[src/rtl/rtc_irq_pkg.sv]
package rtc_irq_pkg;
  localparam int NUM_SRC  = 3;
  localparam int SRC_PER  = 0;
  localparam int SRC_ALM  = 1;
  localparam int SRC_UPD  = 2;

  // Divider bit that carries the wave for a rate code; codes 1 and 2
  // reuse the taps of codes 8 and 9.
  function automatic int rate_tap(input int code);
    if (code == 1) return 6;
    if (code == 2) return 7;
    return code - 2;
  endfunction
endpackage

[src/rtl/rtc_irq_prescaler.sv]
module rtc_irq_prescaler #(
  parameter int DIV_W  = 15,
  parameter int RATE_W = 4
) (
  input  logic              clk,
  input  logic              rst,
  input  logic              osc_en,
  input  logic [RATE_W-1:0] rate_sel,
  input  logic              sqw_en,
  output logic              tick_evt,
  output logic              sqw
);
  import rtc_irq_pkg::*;

  localparam int NCODE = 1 << RATE_W;

  logic [DIV_W-1:0] cnt_q;
  logic [DIV_W-1:0] cnt_nxt;
  logic [NCODE-1:0] evt_vec;
  logic [NCODE-1:0] wave_vec;

  assign cnt_nxt = osc_en ? cnt_q + {{(DIV_W-1){1'b0}}, 1'b1} : cnt_q;

  always_ff @(posedge clk) begin
    if (rst) cnt_q <= '0;
    else     cnt_q <= cnt_nxt;
  end

  assign evt_vec[0]  = 1'b0;
  assign wave_vec[0] = 1'b0;

  for (genvar g = 1; g < NCODE; g++) begin : g_tap
    localparam int TAP = rate_tap(g);
    if (TAP >= 1 && TAP < DIV_W) begin : g_ok
      // Tick fires on the strobe that rolls the low TAP+1 bits over.
      assign evt_vec[g]  = &cnt_q[TAP:0];
      assign wave_vec[g] = cnt_nxt[TAP];
    end else begin : g_none
      assign evt_vec[g]  = 1'b0;
      assign wave_vec[g] = 1'b0;
    end
  end

  assign tick_evt = osc_en & evt_vec[rate_sel];

  always_ff @(posedge clk) begin
    if (rst) sqw <= 1'b0;
    else     sqw <= sqw_en & wave_vec[rate_sel];
  end
endmodule

[src/rtl/rtc_alarm_match.sv]
module rtc_alarm_match #(
  parameter int NF = 3,
  parameter int BW = 8
) (
  input  logic [NF-1:0][BW-1:0] alarm_b,
  input  logic [NF-1:0][BW-1:0] now_b,
  output logic                  hit
);
  logic [NF-1:0] fld_ok;

  for (genvar i = 0; i < NF; i++) begin : g_fld
    logic wild;
    assign wild      = &alarm_b[i][BW-1:BW-2];
    assign fld_ok[i] = wild | (alarm_b[i] == now_b[i]);
  end

  assign hit = &fld_ok;
endmodule

[src/rtl/rtc_irq_flags.sv]
module rtc_irq_flags #(
  parameter int NSRC = 3
) (
  input  logic            clk,
  input  logic            rst,
  input  logic [NSRC-1:0] src_evt,
  input  logic [NSRC-1:0] mask,
  input  logic            clr,
  output logic [NSRC-1:0] flags,
  output logic            irq_n
);
  logic [NSRC-1:0] flags_nxt;

  // Clear first, then OR in new events so an event during a read survives.
  assign flags_nxt = (clr ? '0 : flags) | src_evt;

  always_ff @(posedge clk) begin
    if (rst) begin
      flags <= '0;
      irq_n <= 1'b1;
    end else begin
      flags <= flags_nxt;
      irq_n <= ~|(flags_nxt & mask);
    end
  end
endmodule

[src/rtl/rtc_irq_ctrl.sv]
module rtc_irq_ctrl #(
  parameter int DIV_W  = 15,
  parameter int RATE_W = 4,
  parameter int BYTE_W = 8
) (
  input  logic              clk,
  input  logic              rst,
  input  logic              osc_en,
  input  logic [RATE_W-1:0] rate_sel,
  input  logic              sqw_en,
  input  logic [2:0]        irq_mask,
  input  logic              flag_rd,
  input  logic              upd_done,
  input  logic [BYTE_W-1:0] now_sec,
  input  logic [BYTE_W-1:0] now_min,
  input  logic [BYTE_W-1:0] now_hr,
  input  logic [BYTE_W-1:0] alm_sec,
  input  logic [BYTE_W-1:0] alm_min,
  input  logic [BYTE_W-1:0] alm_hr,
  output logic [2:0]        flags,
  output logic              irq_n,
  output logic              sqw
);
  import rtc_irq_pkg::*;

  logic                           tick_evt;
  logic                           alm_hit;
  logic [NUM_SRC-1:0]             src_evt;
  logic [NUM_SRC-1:0][BYTE_W-1:0] alarm_b;
  logic [NUM_SRC-1:0][BYTE_W-1:0] now_b;

  assign alarm_b = {alm_hr, alm_min, alm_sec};
  assign now_b   = {now_hr, now_min, now_sec};

  rtc_irq_prescaler #(.DIV_W(DIV_W), .RATE_W(RATE_W)) u_div (
    .clk(clk), .rst(rst), .osc_en(osc_en), .rate_sel(rate_sel),
    .sqw_en(sqw_en), .tick_evt(tick_evt), .sqw(sqw)
  );

  rtc_alarm_match #(.NF(NUM_SRC), .BW(BYTE_W)) u_alm (
    .alarm_b(alarm_b), .now_b(now_b), .hit(alm_hit)
  );

  always_comb begin
    src_evt          = '0;
    src_evt[SRC_PER] = tick_evt;
    src_evt[SRC_ALM] = upd_done & alm_hit;
    src_evt[SRC_UPD] = upd_done;
  end

  rtc_irq_flags #(.NSRC(NUM_SRC)) u_flg (
    .clk(clk), .rst(rst), .src_evt(src_evt), .mask(irq_mask),
    .clr(flag_rd), .flags(flags), .irq_n(irq_n)
  );
endmodule

[config.mk]
export PLATFORM = sky130hd
export DESIGN_NAME = rtc_irq_ctrl
export DESIGN_NICKNAME = d
export VERILOG_FILES = /design/src/rtl/rtc_irq_pkg.sv /design/src/rtl/rtc_irq_prescaler.sv /design/src/rtl/rtc_alarm_match.sv /design/src/rtl/rtc_irq_flags.sv /design/src/rtl/rtc_irq_ctrl.sv
export SDC_FILE = /design/constraint.sdc
export NUM_CORES = 1
export LEC_CHECK = 0
export BUFFER_PORTS_ARGS = -buffer_cell sky130_fd_sc_hd__buf_4
export CAP_MARGIN = 25
export CORE_MARGIN = 10
export CORE_UTILIZATION = 47
export CTS_CLUSTER_DIAMETER = 200
export DETAILED_ROUTE_END_ITERATION = 8
export PLACE_DENSITY = 0.79
export REMOVE_ABC_BUFFERS = 1
export SYNTH_ARGS = -nofsm -noshare
export SYNTH_HDL_FRONTEND = slang
export SYNTH_SLANG_ARGS = --single-unit
[constraint.sdc]
create_clock -name clk -period 2.65 [get_ports clk]
set_clock_uncertainty 0.15 [all_clocks]
set_input_delay 0.53 -clock clk [delete_from_list [all_inputs] [get_ports clk]]
set_output_delay 0.53 -clock clk [all_outputs]
set_load 0.02 [all_outputs]
==> flow_summary.yaml, run 1 <==
clock_network:
  clock_sinks: 19
  root_buffer: "clkbuf_4"
  post_cts_buffers: 0
  htree_num_levels: 1
  cts_tree: "yes"
  clkLatencyLatePin_ps: 300
  ctsHoldBuffers: 0
  cts_made_buffers: 3
  cts_resized: 0
  path_clk_slew_ps: 110
  clk_path_buf_depth: 2
drt:
  via_count: 1544
  vias_per_cell: 5.29
  drtIter0Drc: 80
  drcViolationCount: 0
  wl_um: 4470
  post_drt_wl_per_cell_um: 15.3
  drtPass1Iterations: 4
  antenna_left: 0
sta:
  finalSetupViolCount: 0
  finalCritPeriodShare_pct: 91.1
  rsz0062_at_grt: "no"
  hold_viol_final: 0
  slew_headroom_pct: 75.4
  slew_viol_final: 0
  finalSetupTns_ps: 0
  fmax_ghz: 0.414
  fin_crit_ps: 2410
  worst_pin_slew_ps: 365
global_routing:
  grt_max_degree: 20
  track_usage_pct: 15.0
  antenna_found_initial: 0
  grt-ovfl-total: 0
  grt_pass1_vias: 1461
  grt_pass1_wl_um: 7550
worst_setup_path:
  slowest_stage: "dfxtp_1"
  crit_path_start_kind: "flop"
  path_delay_family: "simple AND/OR/NAND/NOR gates"
  crit_arrival_ps: 2460
  reg2reg_from: "u_div.cnt_q[0]"
  crit_path_max_fanout: 5
  crit_required_ps: 2700
  end_kind: "flop"
  setup.worst_path.start: "u_div.cnt_q[0]"
  worstPathCellList: "ha_1 > nand3_1 > nor2_1 > and2_1 > ha_1 > nand2_1 > o311ai_1 > a31oi_1 > o31a_1 > or3b_1 > o311a_1"
  crit_top_cell: "ha_1"
  cp_num_buf_inv: 0
  max_stage_delay_ps: 400
  crit_type: "reg2reg"
floorplanning:
  die_area_sq_mm: 0.00589
  die_h_um: 76.7
  chipWidth_um: 76.7
  rows: 20
  core-area_sq_mm: 0.00308
  initial_core_util_pct: 49.1
  io_pins: 66
logic_synthesis:
  synth_compound_area_share_pct: 15.6
  synth_top_family_by_area: "simple AND/OR/NAND/NOR gates"
  synth_fa_ha_area_share_pct: 3.31
  avgSynthCellArea_sq_um: 8.18
  synth_area_leaders: "dfxtp_1 25%, xor2_1 10%, xnor2_1 8.7%"
  muxShareOfSynthArea_pct: 3.31
  syn_inst: 185
  ys_warn_count: 0
  synth_top_area_share_pct: 25.1
  synth-simple-area-share_pct: 28.3
  syn_area_sq_mm: 0.00151
  async_flop_share_pct: 0
  synth_edf_count: 0
  ys.flop_type: "dfxtp_1"
  synth_cell_types: 48
  seq_area_frac_synth_pct: 25.1
  synthXorXnorAreaFrac_pct: 19.1
  ys_seq_elements: 19
  yosys.area.top_type: "dfxtp_1"
pwr:
  power.leakage_nw: 0.894
  irDropWorstVdd_mv: 0.329
  power-per-cell-area_mw_per_mm2: 304
cells_and_area:
  utilization_pct: 66.3
  fillers: 296
  final_cell_mix: "66 x buf_4, 23 x nor2_1, 19 x dfxtp_1"
  final_layout_size_suffix_gt1_share_pct: 32.3
  diodes: 0
  area_growth_pct: 34.8
  layout_commonest_cell: "buf_4"
  num-nets-final: 314
placement:
  post-dp-hpwl_um: 3710
  gp_congestion: 0.868
  portBuffers: 65
job:
  drv_cap: 0
outcome:
  status: "finished, final reports clean"
hold_path:
  hold_start: "irq_mask[2]"
  hp-class: "in2reg"
[worst paths after layout]
check | slack (ps) | cells past startpoint | end
max | 240 | 11 | u_flg.irq_n
min | 320 | 3 | u_flg.irq_n
max reg2reg | 240 | 11 | u_flg.irq_n
min reg2reg | 370 | 2 | u_flg.flags[1]
[per-layer routing]
metal / GRT usage (%) / up-vias / wire length (um)
li1: - / 788 / -
met4: 2.79 / 0 / 42
met5: 0 / - / 0
met3: 3.15 / 4 / 261
met2: 23.1 / 66 / 2040
met1: 20.8 / 686 / 2130
[sequential cells by signal, summed over array words and instances (netlist names)]
name / cells
u_flg.flags: 3
u_div.sqw: 1
u_flg.irq_n: 1
u_div.cnt_q: 14
[metrics by stage]
stage | worst slack, ps | power [W] | area, sq um | std cells | hold WS [ps]
final | 237 | 0.000619 | 2040 | 292 | 317
after global routing | 26.4 | 0.000653 | 2040 | 292 | 311
after CTS | 223 | 0.000627 | 2040 | 292 | 312
after detailed placement | 246 | 0.000478 | 2010 | 288 | 351
after global placement | 341 | 0.000475 | 2010 | 288 | 342
after floorplan | 439 | 0.000371 | 1460 | 178 | 334
[worst reg2reg max path, stage by stage (launching register included)]
cell	delay [ps]
dfxtp_1	400
ha_1	250
nand3_1	190
nor2_1	180
and2_1	150
ha_1	130
nand2_1	50
o311ai_1	80
a31oi_1	120
o31a_1	120
or3b_1	370
o311a_1	120
[kinds of logic (layout without fill, tap and decap cells)]
family          count (synthesis)  after routing
fa+ha+maj                       4              4
mux                             5              5
compound gates                 32             32
xor+xnor                       33             33
simple gates                   77             77
buf+inv                        15             78
flops                          19             19
[report_power, final]
part	total, W	internal (W)	leakage [nW]	switching (W)
Sequential	0.000297	0.000292	0.154	0.00000495
Clock	0.000148	0.0000587	0.0150	0.0000894
Combinational	0.000174	0.000101	0.725	0.0000728
Total	0.000619	0.000452	0.894	0.000167
[final cells by class]
class / instances / area [sq um] / area share, %
inverters: 8 / 30.0 / 1.47
well taps: 44 / 55.1 / 2.70
multi-input cells: 151 / 1050 / 51.6
clock buffers: 4 / 26.3 / 1.29
repair buffers: 66 / 495 / 24.3
flip-flops and latches: 19 / 380 / 18.7
[cells in the mapped netlist, types with 3 or more instances]
library cell and instances:
nor4_1 8, nand4_1 4, xor2_1 18, dfxtp_1 19, nor3_1 7, mux2i_1 5
ha_1 4, inv_1 8, nor2_1 23, nand3_1 7, o21ai_0 3, xnor2_1 15
o21ai_1 3, nor2b_1 4, a21oi_1 6, nand2_1 13
Note: power is estimated with default switching activity, not from simulation.
==> run 2, diff against run 1 <==
==> constraint.sdc (replaced) <==
create_clock -name clk -period 2.65 [get_ports clk]
set_clock_uncertainty 0.15 [all_clocks]
set_input_delay 0.3975 -clock clk [delete_from_list [all_inputs] [get_ports clk]]
set_output_delay 0.3975 -clock clk [all_outputs]
set_load 0.02 [all_outputs]
==> flow_summary.yaml, run 2 (same netlist as run 1, synthesis figures left out) <==
floorplanning:
  io_pins: 66
  die_area_sq_mm: 0.00589
  die_h_um: 76.7
  rows: 20
  chipWidth_um: 76.7
  core-area_sq_mm: 0.00308
  initial_core_util_pct: 49.1
worst_setup_path:
  slowest_stage: "dfxtp_1"
  crit_path_start_kind: "flop"
  crit_path_max_fanout: 5
  path_delay_family: "simple AND/OR/NAND/NOR gates"
  max_stage_delay_ps: 410
  crit_arrival_ps: 2500
  cp_num_buf_inv: 0
  crit_required_ps: 2710
  crit_type: "reg2reg"
  worstPathCellList: "ha_1 > nand3_1 > nor2_1 > and2_1 > ha_1 > nand2_1 > o311ai_1 > a31oi_1 > o31a_1 > or3b_1 > o311a_1"
  crit_top_cell: "ha_1"
  end_kind: "flop"
cells_and_area:
  largest_reg_flops: 14
  largest-register: "u_div.cnt_q"
  area_growth_pct: 34.4
  final_cell_mix: "65 x buf_4, 23 x nor2_1, 19 x dfxtp_1"
  num-nets-final: 313
  reg_top3: "u_div.cnt_q: 14 flops, u_flg.flags: 3 flops"
  diodes: 0
  layout_commonest_cell: "buf_4"
  utilization_pct: 66.1
  fillers: 292
  final_layout_size_suffix_gt1_share_pct: 32.4
sta:
  fmax_ghz: 0.410
  finalCritPeriodShare_pct: 92.1
  slew_viol_final: 0
  fin_crit_ps: 2440
  hold_viol_final: 0
  worst_pin_slew_ps: 366
  rsz0062_at_grt: "no"
  finalSetupTns_ps: 0
  finalSetupViolCount: 0
  slew_headroom_pct: 75.3
pwr:
  irDropWorstVdd_mv: 0.224
  power-per-cell-area_mw_per_mm2: 309
  power_switching_share_pct: 28.4
  clkPwrFrac_pct: 24.9
  power.leakage_nw: 0.893
  power_switching_w: 0.000178
  power_w: 0.000628
  p_int_w: 0.000450
  seq_power_share_pct: 47.3
  combPwrFrac_pct: 27.8
drt:
  drcViolationCount: 0
  post_drt_wl_per_cell_um: 16.0
  wl_um: 4650
  drtPass1Iterations: 4
  drtIter0Drc: 90
  antenna_left: 0
  vias_per_cell: 5.44
  via_count: 1582
hold_path:
  hp-class: "in2reg"
clock_network:
  cts_made_buffers: 3
  root_buffer: "clkbuf_4"
  clkLatencyLatePin_ps: 310
  post_cts_buffers: 0
  cts_resized: 0
  cts_tree: "yes"
  ctsHoldBuffers: 0
  htree_num_levels: 1
  path_clk_slew_ps: 120
  clk_path_buf_depth: 2
  clock_sinks: 19
outcome:
  status: "finished, final reports clean"
global_routing:
  grt_pass1_wl_um: 7710
  antenna_found_initial: 0
  track_usage_pct: 15.7
  grt_max_degree: 20
  grt_pass1_vias: 1500
  grt-ovfl-total: 0
placement:
  post-dp-hpwl_um: 3820
  gp_congestion: 0.904
  portBuffers: 65
job:
  drv_cap: 0
## run 2: metal layers
metal	track usage (%)	part of all wire, %
met2	26.1	47
met3	3.03	5.7
met5	0	0
met4	4.09	1.4
met1	20.0	46
## run 2: layout make-up
type	instances	area [sq um]	share of cell area, %
timing repair buffer	65	488	24.0
tap	44	55.1	2.71
inverter	8	30.0	1.48
multi-input combinational	151	1050	51.8
sequential	19	380	18.7
clock inverter	1	5.00	0.246
clock buffer	3	22.5	1.11
## run 2: stage by stage
stage          worst slack, ps  instances  instance area [sq um]  hold slack, ps
6_report                   209        291                   2030             167
5_1_grt                   57.2        291                   2030             165
4_1_cts                    227        291                   2030             166
3_5_place_dp               246        287                   2010             363
3_3_place_gp               347        287                   2010             338
2_1_floorplan              439        178                   1460             319
## run 2: final timing paths
check                                     from  slack (ps)  depth (start not counted)             end
worst min-delay path               rate_sel[3]         170                          2       u_div.sqw
worst min register to register  u_flg.flags[1]         390                          2  u_flg.flags[1]
worst max register to register  u_div.cnt_q[0]         210                         11     u_flg.irq_n
worst max-delay path            u_div.cnt_q[0]         210                         11     u_flg.irq_n
## run 2: power groups by stage
| stage | sequential [W] | clock [W] | combinational (W) |
|---|---|---|---|
| floorplan | 0.000307 | 0 | 0.0000647 |
| global placement | 0.000303 | 0 | 0.000172 |
| detailed placement | 0.000303 | 0 | 0.000175 |
| CTS | 0.000297 | 0.000158 | 0.000176 |
| global route | 0.000298 | 0.000172 | 0.000192 |
| finish | 0.000297 | 0.000157 | 0.000174 |
==> run 3, diff against run 2 <==
--- a/config.mk
+++ b/config.mk
@@ -7,11 +7,10 @@
 export LEC_CHECK = 0
 export BUFFER_PORTS_ARGS = -buffer_cell sky130_fd_sc_hd__buf_4
 export CAP_MARGIN = 25
-export CORE_MARGIN = 10
-export CORE_UTILIZATION = 47
+export CORE_UTILIZATION = 51
 export CTS_CLUSTER_DIAMETER = 200
 export DETAILED_ROUTE_END_ITERATION = 8
-export PLACE_DENSITY = 0.79
+export PLACE_DENSITY = 0.85
 export REMOVE_ABC_BUFFERS = 1
 export SYNTH_ARGS = -nofsm -noshare
 export SYNTH_HDL_FRONTEND = slang
==> constraint.sdc (replaced) <==
create_clock -name clk -period 3.1 [get_ports clk]
set_clock_uncertainty 0.15 [all_clocks]
set_input_delay 0.465 -clock clk [delete_from_list [all_inputs] [get_ports clk]]
set_output_delay 0.465 -clock clk [all_outputs]
set_load 0.02 [all_outputs]
==> flow_summary.yaml, run 3 (same netlist as run 1, synthesis figures left out) <==
outcome:
  status: "finished, final reports clean"
worst_setup_path:
  path_depth: 11
  end_kind: "flop"
  r2r_end: "u_flg.irq_n"
  reg2reg_from: "u_div.cnt_q[0]"
  cp_num_buf_inv: 0
  path_delay_family: "simple AND/OR/NAND/NOR gates"
  crit_arrival_ps: 2520
  crit_type: "reg2reg"
  max_stage_delay_ps: 410
  crit_path_max_fanout: 5
  crit_path_start_kind: "flop"
  reg2regPathDepth: 11
  crit_required_ps: 3160
  crit_top_cell: "ha_1"
  slowest_stage: "dfxtp_1"
  worstPathCellList: "ha_1 > nand3_1 > nor2_1 > and2_1 > ha_1 > nand2_1 > o311ai_1 > a31oi_1 > o31a_1 > or3b_1 > o311a_1"
  reg2reg_slack_ps: 640
drt:
  wl_um: 4050
  post_drt_wl_per_cell_um: 14.6
  vias_per_cell: 5.83
  drtIter0Drc: 55
  drcViolationCount: 0
  drtPass1Iterations: 5
  via_count: 1620
  antenna_left: 0
clock_network:
  clkLatencyLatePin_ps: 310
  clock_sinks: 19
  ctsHoldBuffers: 0
  post_cts_buffers: 0
  clk_path_buf_depth: 2
  cts_resized: 0
  cts_tree: "yes"
  root_buffer: "clkbuf_4"
  htree_num_levels: 1
  path_clk_slew_ps: 110
  cts_made_buffers: 3
cells_and_area:
  diodes: 0
  register_area_sq_um: 380
  largest_reg_flops: 14
  area_growth_pct: 33.3
  num-nets-final: 313
  reg_top3: "u_div.cnt_q: 14 flops, u_flg.flags: 3 flops"
  final_layout_size_suffix_gt1_share_pct: 32.0
  final_cell_mix: "65 x buf_4, 23 x nor2_1, 19 x dfxtp_1"
  largest-register: "u_div.cnt_q"
  multi_input_area_sq_mm: 0.00105
  layout.cells.non_filler: 278
  fillers: 226
  layout_commonest_cell: "buf_4"
pwr:
  p_int_w: 0.000386
  clkPwrFrac_pct: 24.5
  power-per-cell-area_mw_per_mm2: 266
  combPwrFrac_pct: 28.0
  power_switching_w: 0.000149
  seq_power_share_pct: 47.5
  power_switching_share_pct: 27.8
  irDropWorstVdd_mv: 0.249
  power.leakage_nw: 0.890
sta:
  finalCritPeriodShare_pct: 79.2
  fin_crit_ps: 2460
  rsz0062_at_grt: "no"
  slew_viol_final: 0
  slew_headroom_pct: 75.5
  worst_pin_slew_ps: 364
  finalSetupViolCount: 0
  fmax_ghz: 0.407
  hold_viol_final: 0
  finalSetupTns_ps: 0
job:
  drv_cap: 0
hold_path:
  min_to: "u_div.sqw"
  hold_depth: 2
  hp-class: "in2reg"
  hold_start: "rate_sel[3]"
floorplanning:
  core-area_sq_mm: 0.00278
  die_h_um: 56.5
  chipWidth_um: 56.5
  initial_core_util_pct: 54.4
  die_area_sq_mm: 0.00319
  rows: 19
  io_pins: 66
global_routing:
  grt_pass1_vias: 1438
  grt_max_degree: 20
  track_usage_pct: 25.2
  grt_pass1_wl_um: 6350
  grt-ovfl-total: 0
  antenna_found_initial: 0
placement:
  portBuffers: 65
  gp_congestion: 0.905
  placed_cells: 274
  post-dp-hpwl_um: 3120
run 3: through the flow:
stage	setup WS [ps]	util (%)	area (sq um)	power (W)	hold WS (ps)
after CTS	672	72.5	2020	0.000539	240
after global routing	486	72.5	2020	0.000562	244
after detailed placement	680	71.5	1990	0.000409	353
after floorplan	889	-	1460	0.000317	334
after global placement	803	71.5	1990	0.000406	349
final	644	72.5	2020	0.000535	245
run 3: layout make-up:
class	count	area share [%]
Sequential cell	19	18.9
Timing Repair Buffer	65	24.2
Inverter	8	1.49
Clock buffer	4	1.30
Multi-Input combinational cell	151	52.2
Tap cell	31	1.92
run 3: worst reg2reg max path: cells and delay by family, from the launching register on:
| kind | cells | cell delay [ps] |
|---|---|---|
| and+or+nand+nor | 5 | 950 |
| AOI/OAI and AO/OA | 4 | 480 |
| DFF | 1 | 410 |
| adders and majority gates | 2 | 390 |
run 3: worst max path at each step:
stage / startpoint / endpoint / slack (ps)
finish: u_div.cnt_q[0] / u_flg.irq_n / 640
floorplan: u_div.cnt_q[0] / u_flg.irq_n / 890
global route: u_div.cnt_q[0] / u_flg.irq_n / 490
global placement: u_div.cnt_q[0] / u_flg.irq_n / 800
detailed placement: u_div.cnt_q[0] / u_flg.irq_n / 680
CTS: u_div.cnt_q[0] / u_flg.irq_n / 670
run 3: power by group through the flow:
| stage | Sequential, W | Combinational, W | Clock, W |
|---|---|---|---|
| 3_5_place_dp | 0.000260 | 0.000149 | 0 |
| 3_3_place_gp | 0.000259 | 0.000147 | 0 |
| 6_report | 0.000254 | 0.000150 | 0.000131 |
| 4_1_cts | 0.000254 | 0.000150 | 0.000134 |
| 2_1_floorplan | 0.000262 | 0.0000553 | 0 |
| 5_1_grt | 0.000255 | 0.000161 | 0.000145 |
run 3: routing by layer:
metal	global-route usage (%)	vias to the layer above	wire [um]
met5	0	-	0
met4	8.71	0	52
met3	4.61	5	365
met2	45.4	87	1980
met1	29.5	743	1650
li1	-	785	-
